===== src/rtl/irq_gate_pkg.sv =====
package irq_gate_pkg;
    localparam int NUM_SRC = 5;
    localparam int REG_W   = 16;

    // Bit index of each source inside the enable and clear fields
    typedef enum int unsigned {
        SRC_EXT  = 0,
        SRC_TIM1 = 1,
        SRC_TIM2 = 2,
        SRC_ASER = 3,
        SRC_SSER = 4
    } src_idx_e;
endpackage


===== src/rtl/irq_evt_detect.sv =====
module irq_evt_detect #(
    parameter int               NUM_SRC   = irq_gate_pkg::NUM_SRC,
    parameter logic [NUM_SRC-1:0] EDGE_MASK = '0
) (
    input  logic               clk,
    input  logic               rst_n,
    input  logic [NUM_SRC-1:0] evt_i,
    output logic [NUM_SRC-1:0] hit_o
);
    typedef struct packed {
        logic [NUM_SRC-1:0] prev;
    } det_st_t;

    det_st_t st_d, st_q;

    always_comb begin
        st_d      = st_q;
        st_d.prev = evt_i;
    end

    always_ff @(posedge clk or negedge rst_n) begin
        if (!rst_n) st_q <= '0;
        else        st_q <= st_d;
    end

    // Per source: rising-edge detect or plain level pass-through
    for (genvar i = 0; i < NUM_SRC; i++) begin : g_src
        if (EDGE_MASK[i]) begin : g_edge
            assign hit_o[i] = evt_i[i] & ~st_q.prev[i];
        end else begin : g_level
            assign hit_o[i] = evt_i[i];
        end
    end
endmodule


===== src/rtl/irq_ctl_reg.sv =====
module irq_ctl_reg #(
    parameter int NUM_SRC = irq_gate_pkg::NUM_SRC,
    parameter int REG_W   = irq_gate_pkg::REG_W,
    parameter int CLR_LSB = REG_W / 2
) (
    input  logic               clk,
    input  logic               rst_n,
    input  logic               wr_i,
    input  logic [NUM_SRC-1:0] wen_i,
    input  logic [NUM_SRC-1:0] wclr_i,
    output logic [NUM_SRC-1:0] en_o,
    output logic [NUM_SRC-1:0] clr_o,
    output logic [REG_W-1:0]   rdata_o
);
    typedef struct packed {
        logic [NUM_SRC-1:0] en;
    } reg_st_t;

    reg_st_t st_d, st_q;

    always_comb begin
        st_d  = st_q;
        clr_o = '0;
        if (wr_i) begin
            st_d.en = wen_i;
            clr_o   = wclr_i;
        end
    end

    always_ff @(posedge clk or negedge rst_n) begin
        if (!rst_n) st_q <= '0;
        else        st_q <= st_d;
    end

    always_comb begin
        rdata_o              = '0;
        rdata_o[NUM_SRC-1:0] = st_q.en;
    end

    assign en_o = st_q.en;
endmodule


===== src/rtl/irq_pend_bank.sv =====
module irq_pend_bank #(
    parameter int NUM_SRC = irq_gate_pkg::NUM_SRC
) (
    input  logic               clk,
    input  logic               rst_n,
    input  logic [NUM_SRC-1:0] hit_i,
    input  logic [NUM_SRC-1:0] clr_i,
    output logic [NUM_SRC-1:0] pend_o
);
    typedef struct packed {
        logic [NUM_SRC-1:0] pend;
    } pend_st_t;

    pend_st_t st_d, st_q;

    // Clear first, then set: an event in the same cycle survives
    always_comb begin
        st_d      = st_q;
        st_d.pend = (st_q.pend & ~clr_i) | hit_i;
    end

    always_ff @(posedge clk or negedge rst_n) begin
        if (!rst_n) st_q <= '0;
        else        st_q <= st_d;
    end

    assign pend_o = st_q.pend;
endmodule


===== src/rtl/irq_gate_ctl.sv =====
module irq_gate_ctl #(
    parameter int                 NUM_SRC   = irq_gate_pkg::NUM_SRC,
    parameter int                 REG_W     = irq_gate_pkg::REG_W,
    parameter logic [NUM_SRC-1:0] EDGE_MASK = '0
) (
    input  logic               clk,
    input  logic               rst_n,
    input  logic               reg_wr,
    input  logic [REG_W-1:0]   reg_wdata,
    output logic [REG_W-1:0]   reg_rdata,
    input  logic [NUM_SRC-1:0] src_evt,
    output logic               irq_out
);
    localparam int CLR_LSB = REG_W / 2;

    logic [NUM_SRC-1:0] hit_vec;
    logic [NUM_SRC-1:0] clr_vec;
    logic [NUM_SRC-1:0] en_vec;
    logic [NUM_SRC-1:0] pend_vec;

    irq_evt_detect #(
        .NUM_SRC   (NUM_SRC),
        .EDGE_MASK (EDGE_MASK)
    ) u_det (
        .clk   (clk),
        .rst_n (rst_n),
        .evt_i (src_evt),
        .hit_o (hit_vec)
    );

    irq_ctl_reg #(
        .NUM_SRC (NUM_SRC),
        .REG_W   (REG_W),
        .CLR_LSB (CLR_LSB)
    ) u_reg (
        .clk     (clk),
        .rst_n   (rst_n),
        .wr_i    (reg_wr),
        .wen_i   (reg_wdata[NUM_SRC-1:0]),
        .wclr_i  (reg_wdata[CLR_LSB +: NUM_SRC]),
        .en_o    (en_vec),
        .clr_o   (clr_vec),
        .rdata_o (reg_rdata)
    );

    irq_pend_bank #(
        .NUM_SRC (NUM_SRC)
    ) u_pend (
        .clk    (clk),
        .rst_n  (rst_n),
        .hit_i  (hit_vec),
        .clr_i  (clr_vec),
        .pend_o (pend_vec)
    );

    assign irq_out = |(pend_vec & en_vec);
endmodule


===== config.mk =====
export PLATFORM = sky130hd
export DESIGN_NAME = irq_gate_ctl
export DESIGN_NICKNAME = d
export VERILOG_FILES = /design/src/rtl/irq_gate_pkg.sv /design/src/rtl/irq_evt_detect.sv /design/src/rtl/irq_ctl_reg.sv /design/src/rtl/irq_pend_bank.sv /design/src/rtl/irq_gate_ctl.sv
export SDC_FILE = /design/constraint.sdc
export NUM_CORES = 1
export LEC_CHECK = 0
export ABC_AREA = 1
export CAP_MARGIN = 20
export CORE_AREA = 4 4 44 46
export CTS_BUF_LIST = sky130_fd_sc_hd__clkbuf_4
export DETAILED_ROUTE_END_ITERATION = 8
export DIE_AREA = 0 0 48 50
export GPL_ROUTABILITY_DRIVEN = 0
export PLACE_DENSITY = 0.78
export SYNTH_ARGS = -nofsm -noshare
export SYNTH_HDL_FRONTEND = slang
export SYNTH_SLANG_ARGS = --single-unit

===== constraint.sdc =====
create_clock -name clk -period 1.5 [get_ports clk]
set_input_delay 0.375 -clock clk [delete_from_list [all_inputs] [get_ports clk]]
set_output_delay 0.375 -clock clk [all_outputs]
set_load 0.02 [all_outputs]

==> impl_metrics.env, run 1 <==
export IMPL_grt_pass1_wl_um=1590
export IMPL_path_class="flop to output pin"
export IMPL_synthSimpleGateAreaFrac=0.140
export IMPL_fill_cells=161
export IMPL_hold_viol_final=0
export IMPL_rows=14
export IMPL_htreeDepth=1
export IMPL_power_total_uw=655
export IMPL_synth_top_family_by_area="buffers and inverters"
export IMPL_finalSetupViolCount=0
export IMPL_synthCells=59
export IMPL_drt_initial_drc_count=2
export IMPL_postCtsHoldBufs=0
export IMPL_die_h_um=50
export IMPL_power_leakage_uw=0.000394
export IMPL_syn2layout_area_growth_pct=50.7
export IMPL_wl_um=1050
export IMPL_crit_path_max_fanout=2
export IMPL_cp_start_kind="flop"
export IMPL_ff2ff_setup_slack_ns=0.73
export IMPL_place_inst=102
export IMPL_avgSynthCellArea_um2=8.61
export IMPL_whs_ns=0.432
export IMPL_grt_total_usage=0.0926
export IMPL_clock_latency_ns=0.25
export IMPL_vias=428
export IMPL_hold_path_class="input pin to asynchronous set/reset pin"
export IMPL_syn_area_um2=508
export IMPL_fin_crit_sh=0.967
export IMPL_die_w_um=48
export IMPL_numCtsBuffers=3
export IMPL_placed_cell_area_um2=747
export IMPL_cts_setup_buffers=0
export IMPL_ff2ff_path_depth=2
export IMPL_grt_overflow=0
export IMPL_instances_no_fill=105
export IMPL_outcome="complete, no violations"
export IMPL_die_area_mm2=0.00240
export IMPL_synth_adder_area_share=0
export IMPL_portBuffers=23
export IMPL_start_util=0.337
export IMPL_dp_hpwl_um=872
export IMPL_drv_cap=0
export IMPL_ir_drop_v=0.000368
export IMPL_switchingPower_uw=183
export IMPL_yosys_warnings=0
export IMPL_grt_max_degree=16
export IMPL_fp_coreArea_mm2=0.00151
export IMPL_finalSetupTns_ns=0
export IMPL_synth_compound_area_frac=0.123
export IMPL_antenna_diode_count=0
export IMPL_synth_seq_cells=10
export IMPL_cts_buffer_depth=2
export IMPL_combinationalPowerShare=0.273
export IMPL_drive_above_1_share=0.135
export IMPL_seq_area_frac_synth=0.493
export IMPL_wl_per_cell_um=9.98
export IMPL_dr_pass1_iters=2
export IMPL_antenna_found_initial=0
export IMPL_slew_viol_final=0
export IMPL_clkPwrFrac=0.265
export IMPL_final_cell_area_um2=766
export IMPL_rsz0062_at_grt="yes"
export IMPL_via_per_inst=4.08
export IMPL_critPathRequiredTime_ns=1.12
export IMPL_synth_xor_area_frac=0
export IMPL_reg2reg_from="u_pend.pend_o[3]$_DFF_PN0_"
export IMPL_synthDistinctLibCells=9
export IMPL_grt_pass1_vias=393
export IMPL_cts_num_sinks=10
export IMPL_ios=41
export IMPL_synth_mux_area_frac=0
export IMPL_worst_r2r_endpoint="u_pend.pend_o[3]$_DFF_PN0_"
export IMPL_nets=115
export IMPL_arrival_ns=1.08
export IMPL_p_int_uw=472
export IMPL_cellPowerDensity_mw_per_mm2=856
export IMPL_clk_pin_slew_ns=0.06
export IMPL_clock_fmax_mhz=690
export IMPL_fin_skew_ns=0
export IMPL_swShare=0.280
export IMPL_cp_end_kind="output pin"
export IMPL_cts_root_buf="clkbuf_4"
export IMPL_final_antenna_net_count=0
export IMPL_drc=0
export IMPL_post_route_min_period_ns=1.45
export IMPL_cts_tree="done"
export IMPL_seq_power_share=0.462
==> worst max path at each step <==
stage / start / to / slack [ns] / cells past startpoint
global route: u_reg.en_o[1]$_DFFE_PN0P_ / irq_out / -0.05 / 5
CTS: u_reg.en_o[0]$_DFFE_PN0P_ / reg_rdata[0] / 0.02 / 2
detailed placement: u_reg.en_o[1]$_DFFE_PN0P_ / irq_out / -0.06 / 5
floorplan: u_reg.en_o[1]$_DFFE_PN0P_ / irq_out / 0.34 / 4
finish: u_reg.en_o[3]$_DFFE_PN0P_ / reg_rdata[3] / 0.05 / 2
global placement: u_reg.en_o[1]$_DFFE_PN0P_ / irq_out / -0.03 / 5
==> critical path, stage by stage (launching register included) <==
cell	delay [ns]
dfrtp_1	0.38
buf_4	0.13
dlygate4sd2_1	0.31
==> state kept, by name, summed over array words and instances (netlist names) <==
register       cells
u_reg.en_o         5
u_pend.pend_o      5
==> cell type report <==
class / instances / area (um2) / area share
tap: 16 / 20.0 / 0.0261
clock buffer: 3 / 22.5 / 0.0294
timing repair buffer: 29 / 269 / 0.351
inverter: 7 / 26.3 / 0.0343
multi-input combinational: 40 / 178 / 0.232
sequential: 10 / 250 / 0.327
==> synth_stat cells <==
| cell type | number | area, um2 |
|---|---|---|
| inv_1 | 7 | 26.3 |
| buf_6 | 1 | 11.3 |
| dfrtp_1 | 10 | 250 |
| nand2_1 | 18 | 67.6 |
| o21ai_0 | 5 | 25.0 |
| a21o_1 | 5 | 37.5 |
| buf_4 | 11 | 82.6 |
| nor2_1 | 1 | 3.75 |
| conb_1 | 1 | 3.75 |
==> per-stage QoR <==
| stage | util | setup slack (ns) |
|---|---|---|
| after floorplan | - | 0.336 |
| after global placement | 0.496 | -0.0294 |
| after detailed placement | 0.496 | -0.0601 |
| after CTS | 0.503 | 0.0227 |
| after global routing | 0.508 | -0.0456 |
| final | 0.508 | 0.0500 |
==> placed cells by master (no fill, tap or decap), drive strengths merged <==
cell           instances
clkdlybuf4s15          2
o21ai                  5
nand2                 18
a21o                   5
conb                  11
inv                    7
buf                    7
dlygate4sd2            2
nor2                   1
clkdlybuf4s50         17
clkbuf                 4
dfrtp                 10
==> metal layers <==
layer	vias up	GRT usage	share of wire	wire [um]
met5	-	0	0	0
met4	0	0.0269	0	0
met2	23	0.145	0.49	513
met1	185	0.109	0.38	402
li1	220	-	-	-
met3	0	0.0436	0.13	132
==> logic make-up (layout without fill, tap and decap cells) <==
| family | count (synthesis) | in the layout |
|---|---|---|
| AOI/OAI and AO/OA | 10 | 10 |
| other | 1 | 11 |
| and+or+nand+nor | 19 | 19 |
| buffers and inverters | 19 | 39 |
| DFF | 10 | 10 |
==> power by group through the flow <==
stage               sequential, uW  combinational (uW)  clock, uW
floorplan                      323                86.5          0
global placement               306                 183          0
detailed placement             308                 186          0
CTS                            303                 175        184
global route                   306                 197        196
finish                         303                 179        173
==> repair_timing <==
| action | 4_1_cts | 5_1_grt |
|---|---|---|
| gates cloned | 0 | 0 |
| gates resized for setup | 9 | 7 |
| setup endpoints to repair | 6 | 4 |
| pin swaps | 0 | 5 |
Power figures use the tool's default switching activity.
==> inputs of run 2 (changes only) <==
--- a/config.mk
+++ b/config.mk
@@ -7,12 +7,13 @@
 export LEC_CHECK = 0
 export ABC_AREA = 1
 export CAP_MARGIN = 20
-export CORE_AREA = 4 4 44 46
+export CORE_AREA = 4 4 41 43
 export CTS_BUF_LIST = sky130_fd_sc_hd__clkbuf_4
 export DETAILED_ROUTE_END_ITERATION = 8
-export DIE_AREA = 0 0 48 50
+export DIE_AREA = 0 0 45 47
+export DONT_BUFFER_PORTS = 1
 export GPL_ROUTABILITY_DRIVEN = 0
-export PLACE_DENSITY = 0.78
+export PLACE_DENSITY = 0.5
 export SYNTH_ARGS = -nofsm -noshare
 export SYNTH_HDL_FRONTEND = slang
 export SYNTH_SLANG_ARGS = --single-unit
==> impl_metrics.env, run 2 (synthesis gave the netlist of run 1 again) <==
export IMPL_fin_crit_sh=0.965
export IMPL_drive_above_1_share=0.164
export IMPL_placed_cell_area_um2=470
export IMPL_die_area_mm2=0.00212
export IMPL_critPathRequiredTime_ns=1.12
export IMPL_drc=0
export IMPL_fp_coreArea_mm2=0.00130
export IMPL_ir_drop_v=0.000590
export IMPL_die_w_um=45
export IMPL_rows=13
export IMPL_drt_initial_drc_count=0
export IMPL_clock_latency_ns=0.25
export IMPL_cellPowerDensity_mw_per_mm2=1120
export IMPL_cp_start_kind="flop"
export IMPL_arrival_ns=1.07
export IMPL_hold_path_class="input pin to flop"
export IMPL_htreeDepth=1
export IMPL_final_common_cell="nand2_1"
export IMPL_vias=330
export IMPL_path_class="flop to output pin"
export IMPL_met1_usage=0.104
export IMPL_numCtsBuffers=3
export IMPL_grt_max_degree=16
export IMPL_dp_hpwl_um=724
export IMPL_rsz0062_at_grt="yes"
export IMPL_clk_pin_slew_ns=0.06
export IMPL_crit_path_max_fanout=3
export IMPL_wl_um=921
export IMPL_die_h_um=47
export IMPL_hold_viol_final=0
export IMPL_nets=87
export IMPL_grt_pass1_vias=316
export IMPL_cp_end_kind="output pin"
export IMPL_cts_tree="done"
export IMPL_clock_fmax_mhz=691
export IMPL_final_cell_mix="nand2_1 (15), conb_1 (11), inv_1 (7), dfrtp_1 (7)"
export IMPL_power_leakage_uw=0.000270
export IMPL_fin_skew_ns=0
export IMPL_via_per_inst=4.34
export IMPL_final_antenna_net_count=0
export IMPL_cts_buffer_depth=2
export IMPL_dr_pass1_iters=1
export IMPL_post_route_min_period_ns=1.45
export IMPL_ios=41
export IMPL_grt_use_met2=0.155
export IMPL_finalSetupViolCount=0
export IMPL_drv_cap=0
export IMPL_cts_num_sinks=10
export IMPL_grt_total_usage=0.0993
export IMPL_wl_per_cell_um=12.1
export IMPL_cts_root_buf="clkbuf_4"
export IMPL_grt_pass1_wl_um=1390
export IMPL_antenna_diode_count=0
export IMPL_syn2layout_area_growth_pct=1.72
export IMPL_outcome="complete, no violations"
export IMPL_finalSetupTns_ns=0
export IMPL_grtUsageMet3=0.0728
export IMPL_grt_overflow=0
export IMPL_slew_viol_final=0
export IMPL_final_cell_area_um2=517
export IMPL_start_util=0.390
export IMPL_antenna_found_initial=0
export IMPL_grt_busiest_layer="met2"
export IMPL_portBuffers=0
==> run 2: path summary, 6_finish.rpt <==
kind	start	endpoint	slack, ns	cells past startpoint
setup / recovery	u_reg.en_o[2]$_DFFE_PN0P_	irq_out	0.05	4
hold / removal	src_evt[0]	u_pend.pend_o[0]$_DFF_PN0_	0.21	1
setup reg to reg	u_reg.en_o[4]$_DFFE_PN0P_	u_reg.en_o[4]$_DFFE_PN0P_	0.73	2
hold reg to reg	u_pend.pend_o[0]$_DFF_PN0_	u_pend.pend_o[0]$_DFF_PN0_	0.48	1
max in group asynchronous	rst_n	u_reg.en_o[3]$_DFFE_PN0P_	0.66	1
min in group asynchronous	rst_n	u_pend.pend_o[3]$_DFF_PN0_	0.50	1
==> run 2: per-stage QoR <==
step           power, uW  std cells   util  worst slack, ns  hold slack (ns)
3_5_place_dp         394         72  0.362            0.254           0.0797
2_1_floorplan        409         69      -            0.336           0.0794
4_1_cts              584         76  0.390          0.00786            0.196
3_3_place_gp         391         72  0.362            0.257           0.0797
5_1_grt              620         76  0.397          -0.0133            0.182
6_report             577         76  0.397           0.0521            0.208
==> run 2: routing by layer <==
metal,share of wire,wire length [um]
met2,0.49,448
met1,0.35,320
met4,0,0
met5,0,0
met3,0.16,151
==> run 2: power by group <==
part	internal, uW	total (uW)	leakage, uW	switching [uW]
clock network	92.2	175	0.0000138	82.4
registers	292	326	0.000107	33.4
logic	22.7	76.5	0.000148	53.8
==> run 2: timing repair <==
| item | in CTS | in global routing |
|---|---|---|
| resized for setup | 3 | 4 |
| setup endpoints to repair | 1 | 1 |
| hold buffers | 1 | 0 |
| setup buffers | 0 | 0 |
| hold endpoints to repair | 10 | 0 |
| pin swaps | 0 | 2 |
| gates cloned | 0 | 0 |
==> run 2: layout make-up <==
| cell class | count | area (um2) |
|---|---|---|
| multi-input combinational | 40 | 185 |
| fill | 154 | 785 |
| tap | 15 | 18.8 |
| timing repair buffer | 1 | 10.0 |
| inverter | 7 | 26.3 |
| clock buffer | 3 | 22.5 |
| sequential | 10 | 254 |
==> run 2: critical path: stages, from the launching register on <==
cell and delay, ns:
dfrtp_2 0.46, nand2_2 0.08, nand2_1 0.06, nor2_2 0.09
nand2_2 0.11
